### config.mk
export PLATFORM = sky130hd
export DESIGN_NAME = quad_dac_regs
export DESIGN_NICKNAME = d
export VERILOG_FILES = /design/src/rtl/qdac_pkg.sv /design/src/rtl/qdac_clr_sync.sv /design/src/rtl/qdac_cmd_ctrl.sv /design/src/rtl/qdac_chan.sv /design/src/rtl/quad_dac_regs.sv
export SDC_FILE = /design/constraint.sdc
export NUM_CORES = 1
export LEC_CHECK = 0
export BUFFER_PORTS_ARGS = -buffer_cell sky130_fd_sc_hd__buf_2
export CAP_MARGIN = 20
export CORE_UTILIZATION = 60
export CTS_CLUSTER_DIAMETER = 120
export DETAILED_ROUTE_END_ITERATION = 16
export PLACE_DENSITY = 0.83
export SETUP_SLACK_MARGIN = 0.02
export SYNTH_ARGS = -nofsm -noshare
export SYNTH_HDL_FRONTEND = slang
export SYNTH_HIERARCHICAL = 1
export SYNTH_SLANG_ARGS = --single-unit
### constraint.sdc
create_clock -name clk -period 3.8 [get_ports clk]
set_clock_uncertainty 0.15 [all_clocks]
set_input_delay 0.19 -clock clk [delete_from_list [all_inputs] [get_ports clk]]
set_output_delay 0.19 -clock clk [all_outputs]
set_load 0.005 [all_outputs]
### src/rtl/qdac_pkg.sv
// Shared command and clear-code encodings for the quad DAC register controller.
package qdac_pkg;
    typedef enum logic [3:0] {
        OP_WR_IN       = 4'd0,
        OP_UPD         = 4'd1,
        OP_WR_UPD      = 4'd2,
        OP_WR_UPD_ALL  = 4'd3,
        OP_PWR         = 4'd4,
        OP_CLR_CODE    = 4'd5,
        OP_LD_MASK     = 4'd6,
        OP_REF         = 4'd7
    } op_e;

    typedef enum logic [1:0] {
        CLR_ZERO = 2'd0,
        CLR_MID  = 2'd1,
        CLR_FULL = 2'd2,
        CLR_KEEP = 2'd3
    } clr_sel_e;
endpackage

### src/rtl/qdac_clr_sync.sv
// Brings the asynchronous clear pin into the clk domain and finds its falling edge.
// Assumes clr_n may change at any time. A pulse shorter than a clock period may be missed.
module qdac_clr_sync (
    input  logic clk,
    input  logic rst_n,
    input  logic clr_n,
    output logic clr_low,
    output logic clr_fall
);
    logic meta_q, sync_q, prev_q;

    // Two-flop synchroniser, plus one delayed copy for edge detection.
    always_ff @(posedge clk) begin
        if (!rst_n) begin
            meta_q <= 1'b1;
            sync_q <= 1'b1;
            prev_q <= 1'b1;
        end else begin
            meta_q <= clr_n;
            sync_q <= meta_q;
            prev_q <= sync_q;
        end
    end

    assign clr_low  = ~sync_q;
    assign clr_fall = prev_q & ~sync_q;
endmodule

### src/rtl/qdac_cmd_ctrl.sv
// Decodes front-end commands into per-channel write and update strobes.
// Also holds the configuration state: strobe mask, power-down fields, clear code and reference enable.
// Assumes CH_N < 2**AW - 1, so the all-ones address never names a real channel, and CH_N >= 2.
module qdac_cmd_ctrl
    import qdac_pkg::*;
#(
    parameter int CH_N = 4,
    parameter int DW   = 16,
    parameter int AW   = 4
) (
    input  logic              clk,
    input  logic              rst_n,
    input  logic              cmd_valid,
    input  logic [3:0]        cmd,
    input  logic [AW-1:0]     addr,
    input  logic [CH_N-1:0]   cfg_data,
    output logic [CH_N-1:0]   wr_in,
    output logic [CH_N-1:0]   upd,
    output logic [CH_N-1:0]   mask,
    output logic [2*CH_N-1:0] pd_mode,
    output logic              ref_en,
    output logic [DW-1:0]     clr_val
);
    localparam logic [AW-1:0] ALL_ADDR = {AW{1'b1}};

    logic [CH_N-1:0] sel;
    clr_sel_e        clr_sel_q;
    logic            is_wr, is_upd, is_all;

    assign is_wr  = cmd_valid && (cmd == OP_WR_IN || cmd == OP_WR_UPD || cmd == OP_WR_UPD_ALL);
    assign is_upd = cmd_valid && (cmd == OP_UPD || cmd == OP_WR_UPD);
    assign is_all = cmd_valid && (cmd == OP_WR_UPD_ALL);

    for (genvar i = 0; i < CH_N; i++) begin : g_sel
        // Address match for channel i, or the broadcast address.
        assign sel[i]   = (addr == AW'(i)) || (addr == ALL_ADDR);
        assign wr_in[i] = is_wr && sel[i];
        assign upd[i]   = (is_upd && sel[i]) || is_all;

        // Power-down field of channel i.
        always_ff @(posedge clk) begin
            if (!rst_n)
                pd_mode[2*i +: 2] <= 2'b00;
            else if (cmd_valid && cmd == OP_PWR && sel[i])
                pd_mode[2*i +: 2] <= cfg_data[1:0];
        end
    end

    // Global configuration registers written by dedicated commands.
    always_ff @(posedge clk) begin
        if (!rst_n) begin
            mask      <= {CH_N{1'b1}};
            ref_en    <= 1'b0;
            clr_sel_q <= CLR_ZERO;
        end else if (cmd_valid) begin
            if (cmd == OP_LD_MASK)
                mask <= cfg_data;
            if (cmd == OP_REF)
                ref_en <= cfg_data[0];
            if (cmd == OP_CLR_CODE && clr_sel_e'(cfg_data[1:0]) != CLR_KEEP)
                clr_sel_q <= clr_sel_e'(cfg_data[1:0]);
        end
    end

    // Expands the stored selection into the full clear code.
    always_comb begin
        unique case (clr_sel_q)
            CLR_MID:  clr_val = {1'b1, {(DW-1){1'b0}}};
            CLR_FULL: clr_val = {DW{1'b1}};
            default:  clr_val = '0;
        endcase
    end
endmodule

### src/rtl/qdac_chan.sv
// One channel: a pending input register that feeds an active register.
// Priority at each edge: clear, then a command update, then a strobe load.
// A strobe load copies the input value held before any write at the same edge.
module qdac_chan #(
    parameter int DW = 16
) (
    input  logic          clk,
    input  logic          rst_n,
    input  logic          por_sel,
    input  logic          wr,
    input  logic          upd,
    input  logic          load,
    input  logic          clr,
    input  logic [DW-1:0] clr_val,
    input  logic [DW-1:0] wdata,
    output logic [DW-1:0] act
);
    localparam logic [DW-1:0] MID = {1'b1, {(DW-1){1'b0}}};

    logic [DW-1:0] in_q, in_wr;

    assign in_wr = wr ? wdata : in_q;

    // Input and active register stages.
    always_ff @(posedge clk) begin
        if (!rst_n) begin
            in_q <= por_sel ? MID : '0;
            act  <= por_sel ? MID : '0;
        end else if (clr) begin
            in_q <= clr_val;
            act  <= clr_val;
        end else begin
            in_q <= in_wr;
            if (upd)
                act <= in_wr;
            else if (load)
                act <= in_q;
        end
    end
endmodule

### src/rtl/quad_dac_regs.sv
// Top level of the quad DAC register update controller.
// Assumes ldac_n and all command inputs are synchronous to clk. Only clr_n is asynchronous.
module quad_dac_regs #(
    parameter int CH_N = 4,
    parameter int DW   = 16,
    parameter int AW   = 4
) (
    input  logic              clk,
    input  logic              rst_n,
    input  logic              por_sel,
    input  logic              cmd_valid,
    input  logic [3:0]        cmd,
    input  logic [AW-1:0]     addr,
    input  logic [DW-1:0]     wdata,
    input  logic              ldac_n,
    input  logic              clr_n,
    output logic [CH_N*DW-1:0] dac_code,
    output logic [2*CH_N-1:0]  pd_mode,
    output logic               ref_en
);
    logic            clr_low, clr_fall;
    logic [CH_N-1:0] wr_in, upd, mask;
    logic [DW-1:0]   clr_val;

    qdac_clr_sync u_clr (
        .clk      (clk),
        .rst_n    (rst_n),
        .clr_n    (clr_n),
        .clr_low  (clr_low),
        .clr_fall (clr_fall)
    );

    qdac_cmd_ctrl #(.CH_N(CH_N), .DW(DW), .AW(AW)) u_ctrl (
        .clk       (clk),
        .rst_n     (rst_n),
        .cmd_valid (cmd_valid),
        .cmd       (cmd),
        .addr      (addr),
        .cfg_data  (wdata[CH_N-1:0]),
        .wr_in     (wr_in),
        .upd       (upd),
        .mask      (mask),
        .pd_mode   (pd_mode),
        .ref_en    (ref_en),
        .clr_val   (clr_val)
    );

    for (genvar i = 0; i < CH_N; i++) begin : g_ch
        qdac_chan #(.DW(DW)) u_ch (
            .clk     (clk),
            .rst_n   (rst_n),
            .por_sel (por_sel),
            .wr      (wr_in[i]),
            .upd     (upd[i]),
            .load    (~ldac_n & ~clr_low & mask[i]),
            .clr     (clr_fall),
            .clr_val (clr_val),
            .wdata   (wdata),
            .act     (dac_code[DW*i +: DW])
        );
    end
endmodule

==> flow_summary.ini, run 1 <==
[status]
status = complete, no violations

[clock_network]
clock-sinks = 146
clk_latency_ns = 0.42
numCtsBuffers = 17
cts_buffer_depth = 2
ctsHoldBuffers = 1
cts_htree_levels = 4
clkTransAtPathRegs_ns = 0.06
root_buffer = clkbuf_16
post-cts-setup-buffers = 0
cts_resized = 0
cts_tree = done

[worst_setup_path]
reg2reg_depth = 4
cp_max_fo = 46
r2r_start = u_clr/prev_q$_SDFF_PN1_
worstSetupEndpointType = flip-flop
start_kind = flip-flop
arrival_ns = 2.60
r2r_slack_ns = 1.10
regToRegEndpoint = g_ch[2].u_ch/act[1]$_SDFFCE_PN0P_
cp.required_ns = 3.69
worst-setup-path-type = reg -> reg

[yosys]
synthXorXnorAreaFrac_pct = 0.126
synth_top_family_by_area = multiplexers
synth-seq-cells = 146
synthArstFlopShare_pct = 0
syn_inst = 623
yosysSeqAreaShare_pct = 51.3
synth_compound_area_share_pct = 16.0
synth-simple-area-share_pct = 6.79
netlist_area_sq_um = 6950
ys_types = 43
synth_warnings = 6
synth-edff-count = 64
synth_top_flop_cell = dfxtp_1
syn_nets = 654
synth-adder-area-share_pct = 0.180
synth_mux_area_share_pct = 19.6
syn_area_per_cell_sq_um = 11.2

[routing]
vias = 5342
drt-vias-per-instance = 6.25
dr.pass1.iters = 6
drc_errors = 0
routed_wl_mm = 16.7
ant_nets = 0
drtIter0Drc = 433
wl_per_cell_um = 19.5

[timing]
period_needed_ns = 2.70
drv_slew = 0
worst_slew_pin_slew_ns = 0.982
setup_violations = 0
setup-tns-final_ns = 0
relSlewSlack_pct = 34.6
min_period_over_period_pct = 71.1
rsz0062_at_grt = no
fmax_mhz = 370
hold_viol = 0

[final_layout]
multiInputGateArea_sq_um = 2980
finalCoreUtilization_pct = 72.4
diodes = 0
areaGrowthSynthToFinish_pct = 15.4
layout-drive-gt1-share_pct = 22.2
layout.nets = 733
fillers = 761
final-seq-area_sq_um = 3560
design_area_sq_um = 8020

[placement]
place.port_buffers = 102
placed_cell_area_sq_um = 7320
dp_hpwl_mm = 10.5
gp_congestion = 0.810

[min_path]
whs_path_depth = 4
hold_end = g_ch[3].u_ch/in_q[15]$_DFF_P_
min_from = por_sel
worstHoldPathType = in -> reg

[power]
peakVddDrop_mv = 0.363
power.leakage_uw = 0.00346
powerDensity_nw_per_um2 = 510

[floorplan]
rows = 38
die_h_um = 110
die_w_um = 110
top_level_ports = 103
core_area_sq_um = 11100
fp.dieArea_sq_um = 12000
initial_core_util_pct = 62.7

[global_routing]
track_usage_pct = 28.9
grt_pass1_vias = 5081
antenna_found_initial = 0
overflow = 0
grt_pass1_wl_mm = 25.8
grt_max_degree = 47

[job]
maxCapViolations = 0
synthesized netlist by cell type, drive strengths merged, types with 3 or more instances:
cell type | number | area, sq um
clkbuf | 19 | 76.3
o21ai | 74 | 370
mux2i | 136 | 1360
inv | 8 | 30.0
nor2b | 5 | 31.3
a21oi | 124 | 621
dfxtp | 82 | 1640
nand2 | 20 | 140
a31oi | 4 | 25.0
nor2 | 7 | 28.8
edfxtp | 64 | 1920
nand3 | 9 | 45.0
nand2b | 6 | 45.0
o211ai | 3 | 37.5
buf | 32 | 312
nor3b | 5 | 42.5
or3 | 4 | 25.0
worst max-delay path: stages, from the launching register on:
cell and delay [ns]:
dfxtp_1 0.30, nor2b_1 0.56, inv_2 0.47, nand2_1 0.20
or3_1 0.64
cells by family after synthesis:
logic type                 after synthesis
and+or+nand+nor                         68
adders and majority gates                1
DFF                                    146
AOI/OAI and AO/OA                      212
xor gates and xnor gates                 1
buffers and inverters                   59
muxes                                  136
report_power, final:
part           switching (uW)  total [uW]  internal [uW]
sequential               42.0        1800           1760
combinational             220         351            131
clock                     631        1940           1310
per-layer routing:
layer	up-vias	track usage [%]	share of wire, %
li1	2491	-	-
met2	248	50.9	51
met1	2562	33.8	39
met3	41	6.88	6.6
met4	0	11.3	2.8
met5	-	0	0
through the flow:
stage	total power, uW	hold WS, ns	worst slack [ns]	instances
after floorplan	2010	0.113	1.69	623
after global placement	2140	0.229	1.25	822
after detailed placement	2170	0.235	1.13	822
after CTS	4090	0.0150	1.13	855
after global routing	4210	0.0545	0.973	855
final	4090	0.0209	1.10	855
cell usage in the layout, fill, tap and decap left out, drive strengths merged:
| cell type | n |
|---|---|
| mux2i | 136 |
| a21oi | 124 |
| buf | 110 |
| dfxtp | 82 |
| o21ai | 74 |
| edfxtp | 64 |
| clkbuf | 23 |
| nand2 | 20 |
| nand3 | 9 |
| inv | 8 |
| nor2 | 7 |
| bufinv | 6 |
| nand2b | 6 |
| nor2b | 5 |
| nor3b | 5 |
| or3 | 4 |
| a31oi | 4 |
| o211ai | 3 |
| clkinv | 2 |
| nor4b | 2 |
| o22ai | 2 |
| nand4b | 2 |
| nor3 | 2 |
| o221a | 2 |
| clkinvlp | 1 |
| dlygate4sd3 | 1 |
| nor4 | 1 |
| and4 | 1 |
| or3b | 1 |
| o31ai | 1 |
| xnor2 | 1 |
| o2111ai | 1 |
| and3b | 1 |
| and4b | 1 |
| nand3b | 1 |
| a21boi | 1 |
| ha | 1 |
state kept, by name, summed over array words and instances (netlist names), 2 cells and up:
| signal | flops |
|---|---|
| u_ctrl/mask | 4 |
| u_ctrl/pd_mode | 8 |
| g_ch.u_ch/in_q | 64 |
| u_ctrl/clr_sel_q | 2 |
| g_ch.u_ch/act | 64 |
final cells by class:
cell class	count	area share, %
Tap cell	140	2.18
Clock buffer	23	6.12
Inverter	8	0.375
Multi-Input combinational cell	418	37.2
Sequential cell	146	44.4
Clock inverter	9	2.47
Timing Repair Buffer	111	7.24
worst max path at each step:
| stage | from | end | cells past startpoint |
|---|---|---|---|
| 6_report | u_clr/prev_q$_SDFF_PN1_ | g_ch[2].u_ch/act[1]$_SDFFCE_PN0P_ | 4 |
| 5_1_grt | u_clr/sync_q$_SDFF_PN1_ | g_ch[2].u_ch/act[9]$_SDFFCE_PN0P_ | 4 |
| 3_3_place_gp | u_clr/sync_q$_SDFF_PN1_ | g_ch[0].u_ch/act[5]$_SDFFCE_PN0P_ | 4 |
| 3_5_place_dp | u_clr/sync_q$_SDFF_PN1_ | g_ch[0].u_ch/act[6]$_SDFFCE_PN0P_ | 4 |
| 4_1_cts | u_clr/sync_q$_SDFF_PN1_ | g_ch[2].u_ch/act[1]$_SDFFCE_PN0P_ | 4 |
| 2_1_floorplan | addr[1] | g_ch[0].u_ch/act[0]$_SDFFCE_PN0P_ | 4 |
Power figures use the tool's default switching activity.
==> inputs of run 2 (changes only) <==
CORE_UTILIZATION = 57   (was 60)
PLACE_DENSITY = 0.8   (was 0.83)
clock period = 2.7 ns   (was 3.8 ns; I/O delays follow)
==> run 2 against run 1 <==
Non-clock buffer count up 17; routed wire length down 3.7%; flip-flop and latch count unchanged; via count down 1.4%; sequential share of layout area down 0.055 points; core utilization down 3.5 points; final cell count up 2.2%; power up 27%; hold slack worse by 0.0034 ns; critical endpoint is now g_ch[3].u_ch/in_q[15]$_DFF_P_.
==> flow_summary.ini, run 2 (synthesis results as in run 1) <==
[routing]
drtIter0Drc = 460
vias = 5268
drt-vias-per-instance = 6.03
dr.pass1.iters = 4
drc_errors = 0
wl_per_cell_um = 18.4
routed_wl_mm = 16.1
ant_nets = 0

[timing]
min_period_over_period_pct = 94.2
rsz0062_at_grt = no
drv_slew = 0
relSlewSlack_pct = 60.8
worst_slew_pin_slew_ns = 0.589
setup_ws_ns = 0.157
setup_violations = 0
hold_viol = 0
period_needed_ns = 2.54
setup-tns-final_ns = 0
fmax_mhz = 393

[power]
power.leakage_uw = 0.00347
peakVddDrop_mv = 0.412
powerDensity_nw_per_um2 = 646
total_power_uw = 5180

[final_layout]
layout.nets = 750
layout-drive-gt1-share_pct = 22.6
layout_commonest_cell = mux2i_1
areaGrowthSynthToFinish_pct = 15.5
largestRegisters = g_ch.u_ch/act x64, g_ch.u_ch/in_q x64, u_ctrl/pd_mode x8
fin_cells = 874
diodes = 0
final_cell_mix = mux2i_1 (136), a21oi_1 (124), buf_2 (102)

[min_path]
worstHoldPathType = in -> reg
min_from = wdata[8]

[global_routing]
grt_pass1_wl_mm = 25.0
grtUsageMet1_pct = 33.6
grt_pass1_vias = 4873
antenna_found_initial = 0
gr-max-usage-layer = met2
grtUsageMet2_pct = 43.5
overflow = 0
track_usage_pct = 26.1
grt_use_met3_pct = 5.18
grt_max_degree = 61

[worst_setup_path]
r2r_start = u_clr/prev_q$_SDFF_PN1_
worst-setup-path-type = in -> reg
worstSetupEndpointType = flip-flop
cp.required_ns = 2.85
start_kind = primary input
startpoint = cmd[0]
arrival_ns = 2.69
cp_max_fo = 16

[clock_network]
clkTransAtPathRegs_ns = 0.05
cts_tree = done
numCtsBuffers = 17
post-cts-setup-buffers = 0
clk_latency_ns = 0.42
cts_buffer_depth = 2
clock-sinks = 146
cts_htree_levels = 4
root_buffer = clkbuf_16

[floorplan]
core_area_sq_um = 11700
top_level_ports = 103
rows = 39
die_h_um = 112
fp.dieArea_sq_um = 12600
initial_core_util_pct = 59.6
die_w_um = 112

[placement]
pre_cts_ws_ns = 0.405
place.port_buffers = 102
gp_congestion = 0.801
dp_hpwl_mm = 10.3
dp.cells = 833

[job]
maxCapViolations = 0

[status]
status = complete, no violations
## run 2: cell types whose count changed in the layout (fill, tap and decap cells not counted), sizes merged
cell         before  now
clkinvlp          1    0
buf             110  118
bufinv            6    1
dlygate4sd3       1   10
clkbuf           23   24
clkinv            2    6
## run 2: area by class of cell
| type | instances | area [sq um] |
|---|---|---|
| multi-input combinational | 418 | 2980 |
| timing repair buffer | 128 | 734 |
| fill | 889 | 3630 |
| sequential | 146 | 3560 |
| inverter | 8 | 30.0 |
| clock buffer | 24 | 482 |
| clock inverter | 7 | 58.8 |
| tap | 143 | 179 |
## run 2: worst paths after layout
path	to	slack [ns]	cells past startpoint
worst min register to register	u_clr/sync_q$_SDFF_PN1_	0.25	1
worst max register to register	g_ch[0].u_ch/act[8]$_SDFFCE_PN0P_	0.64	7
worst min-delay path	g_ch[1].u_ch/in_q[8]$_SDFF_PN0_	0.02	3
worst max-delay path	g_ch[3].u_ch/in_q[15]$_DFF_P_	0.16	9
## run 2: repair_timing
action,4_1_cts,5_1_grt
hold buffers,10,0
endpoints found under the hold margin,10,0
gates resized for setup,0,1
endpoints found under the setup margin,0,1
## run 2: critical path: stages
cell and delay, ns:
dlygate4sd3_1 0.54, buf_2 0.21, nand2b_1 0.20, nand2b_4 0.11, nor3b_4 0.36, buf_6 0.29, mux2i_1 0.21, o21ai_0 0.08
dlygate4sd3_1 0.56
## run 2: metrics by stage
step                      utilization, %  cell area (sq um)  hold slack (ns)
final                               68.8               8030           0.0175
after global routing                68.8               8030           0.0100
after CTS                           68.8               8020          0.00405
after detailed placement            63.3               7380            0.170
after global placement              63.3               7380            0.169
after floorplan                        -               6950           0.0580
## run 2: power breakdown
part           leakage [uW]  internal, uW  switching, uW
sequential          0.00138          2470           58.0
clock              0.000271          1320            825
combinational       0.00182           201            307
## run 2: metal layers
metal,routed length [um],vias to the layer above
met2,7760,173
li1,-,2515
met4,220,0
met3,984,19
met1,7100,2561
met5,0,-
==> inputs of run 3 (changes only) <==
CORE_UTILIZATION = 60   (was 57)
PLACE_DENSITY = 0.83   (was 0.8)
clock period = 3.21 ns   (was 2.7 ns; I/O delays follow)
==> run 3 against run 2 <==
Die area down 4.9%; clock power down 11%; setup slack better by 0.52 ns; clock-buffer cell count down 2; critical path depth unchanged; global-route usage up 1.2 points; first-iteration DRC count down 31%; highest routed layer unchanged.
==> flow_summary.ini, run 3 (synthesis results as in run 1) <==
[global_routing]
antenna_found_initial = 0
grt_max_degree = 61
track_usage_pct = 27.3
grt_pass1_vias = 5041
grt_pass1_wl_mm = 24.3
overflow = 0

[floorplan]
fp.dieArea_sq_um = 12000
core_area_sq_um = 11100
die_w_um = 110
top_level_ports = 103
die_h_um = 110
rows = 38
initial_core_util_pct = 62.7

[power]
powerDensity_nw_per_um2 = 556
power.leakage_uw = 0.00344
peakVddDrop_mv = 0.330

[final_layout]
diodes = 0
fillers = 741
design_area_sq_um = 8000
layout-drive-gt1-share_pct = 22.8
final_cell_mix = mux2i_1 (136), a21oi_1 (124), buf_2 (102)
largestRegisters = g_ch.u_ch/act x64, g_ch.u_ch/in_q x64, u_ctrl/pd_mode x8
layout_commonest_cell = mux2i_1
areaGrowthSynthToFinish_pct = 15.2
layout.nets = 742

[worst_setup_path]
r2r_start = u_clr/prev_q$_SDFF_PN1_
cp_max_fo = 16
arrival_ns = 2.68
reg2reg_depth = 6
start_kind = primary input
r2r_slack_ns = 0.88
worstSetupEndpointType = flip-flop
worst-setup-path-type = in -> reg
regToRegEndpoint = g_ch[1].u_ch/act[1]$_SDFFCE_PN0P_
cp.required_ns = 3.36

[job]
maxCapViolations = 0

[routing]
drtIter0Drc = 317
routed_wl_mm = 15.9
vias = 5264
ant_nets = 0
drc_errors = 0
drt-vias-per-instance = 6.09
dr.pass1.iters = 5
wl_per_cell_um = 18.4

[timing]
drv_slew = 0
setup_violations = 0
fmax_mhz = 395
relSlewSlack_pct = 50.3
period_needed_ns = 2.53
setup-tns-final_ns = 0
worst_slew_pin_slew_ns = 0.746
min_period_over_period_pct = 78.8
hold_viol = 0
rsz0062_at_grt = no

[clock_network]
root_buffer = clkbuf_16
clk_latency_ns = 0.42
clock-sinks = 146
cts_resized = 0
cts_tree = done
cts_htree_levels = 4
post-cts-setup-buffers = 0
clkTransAtPathRegs_ns = 0.06
cts_buffer_depth = 2
numCtsBuffers = 17
ctsHoldBuffers = 7

[placement]
place.port_buffers = 102
dp_hpwl_mm = 10.0
gp_congestion = 0.835
placed_cell_area_sq_um = 7340

[status]
status = complete, no violations

[min_path]
min_from = wdata[10]
hold_end = g_ch[3].u_ch/in_q[10]$_SDFF_PN0_
whs_path_depth = 3
worstHoldPathType = in -> reg
## run 3: cell types whose count changed in the layout (fill, tap and decap cells not counted), moves of 2 or more
cell and delta:
buf_4 -4, clkinvlp_4 +4, clkbuf_1 -3, clkbuf_16 +3, clkinv_4 +3, dlygate4sd3_1 -3
clkbuf_8 -2, clkinv_2 -2
## run 3: how the worst max path moves through the flow
stage	startpoint	end	slack (ns)	cells after the start
after floorplan	addr[1]	g_ch[0].u_ch/act[0]$_SDFFCE_PN0P_	1.13	4
after global placement	addr[2]	g_ch[1].u_ch/act[5]$_SDFFCE_PN0P_	0.67	5
after detailed placement	addr[2]	g_ch[1].u_ch/act[6]$_SDFFCE_PN0P_	0.60	5
after CTS	cmd[0]	g_ch[2].u_ch/in_q[15]$_DFF_P_	0.72	9
after global routing	cmd[0]	g_ch[2].u_ch/in_q[15]$_DFF_P_	0.58	9
final	cmd[0]	g_ch[2].u_ch/in_q[15]$_DFF_P_	0.68	9
## run 3: per-layer routing
layer | vias up | track usage [%] | routed length [um]
met5 | - | 0 | 0
met4 | 0 | 14.7 | 631
met3 | 52 | 6.28 | 1060
met2 | 232 | 46.3 | 7960
met1 | 2467 | 32.1 | 6220
li1 | 2513 | - | -
## run 3: area by class of cell
type | instances | area, sq um | share of cell area (%)
Sequential cell | 146 | 3560 | 44.5
Multi-Input combinational cell | 418 | 2980 | 37.2
Timing Repair Buffer | 120 | 663 | 8.29
Clock buffer | 22 | 518 | 6.47
Tap cell | 140 | 175 | 2.19
Clock inverter | 10 | 71.3 | 0.891
Inverter | 8 | 30.0 | 0.375
## run 3: power by group
part | internal, uW | total (uW) | leakage, uW | switching [uW]
logic | 162 | 418 | 0.00178 | 256
clock network | 1150 | 1910 | 0.000280 | 763
registers | 2080 | 2130 | 0.00138 | 47.6
## run 3: per-stage QoR
step / std cells / worst slack, ns / hold WS [ns] / total power, uW / util, %
2_1_floorplan: 623 / 1.13 / 0.0835 / 2380 / -
3_3_place_gp: 825 / 0.667 / 0.199 / 2540 / 66.3
3_5_place_dp: 825 / 0.596 / 0.206 / 2570 / 66.3
4_1_cts: 864 / 0.717 / 0.00415 / 4460 / 72.2
5_1_grt: 864 / 0.578 / 0.0225 / 4600 / 72.2
6_report: 864 / 0.681 / 0.0158 / 4450 / 72.2
## run 3: worst max-delay path, cell delays in order
cell,delay (ns)
dlygate4sd3_1,0.53
buf_2,0.21
nand2b_1,0.21
nand2b_4,0.11
nor2_2,0.26
buf_4,0.35
mux2i_1,0.21
o21ai_0,0.08
dlygate4sd3_1,0.57
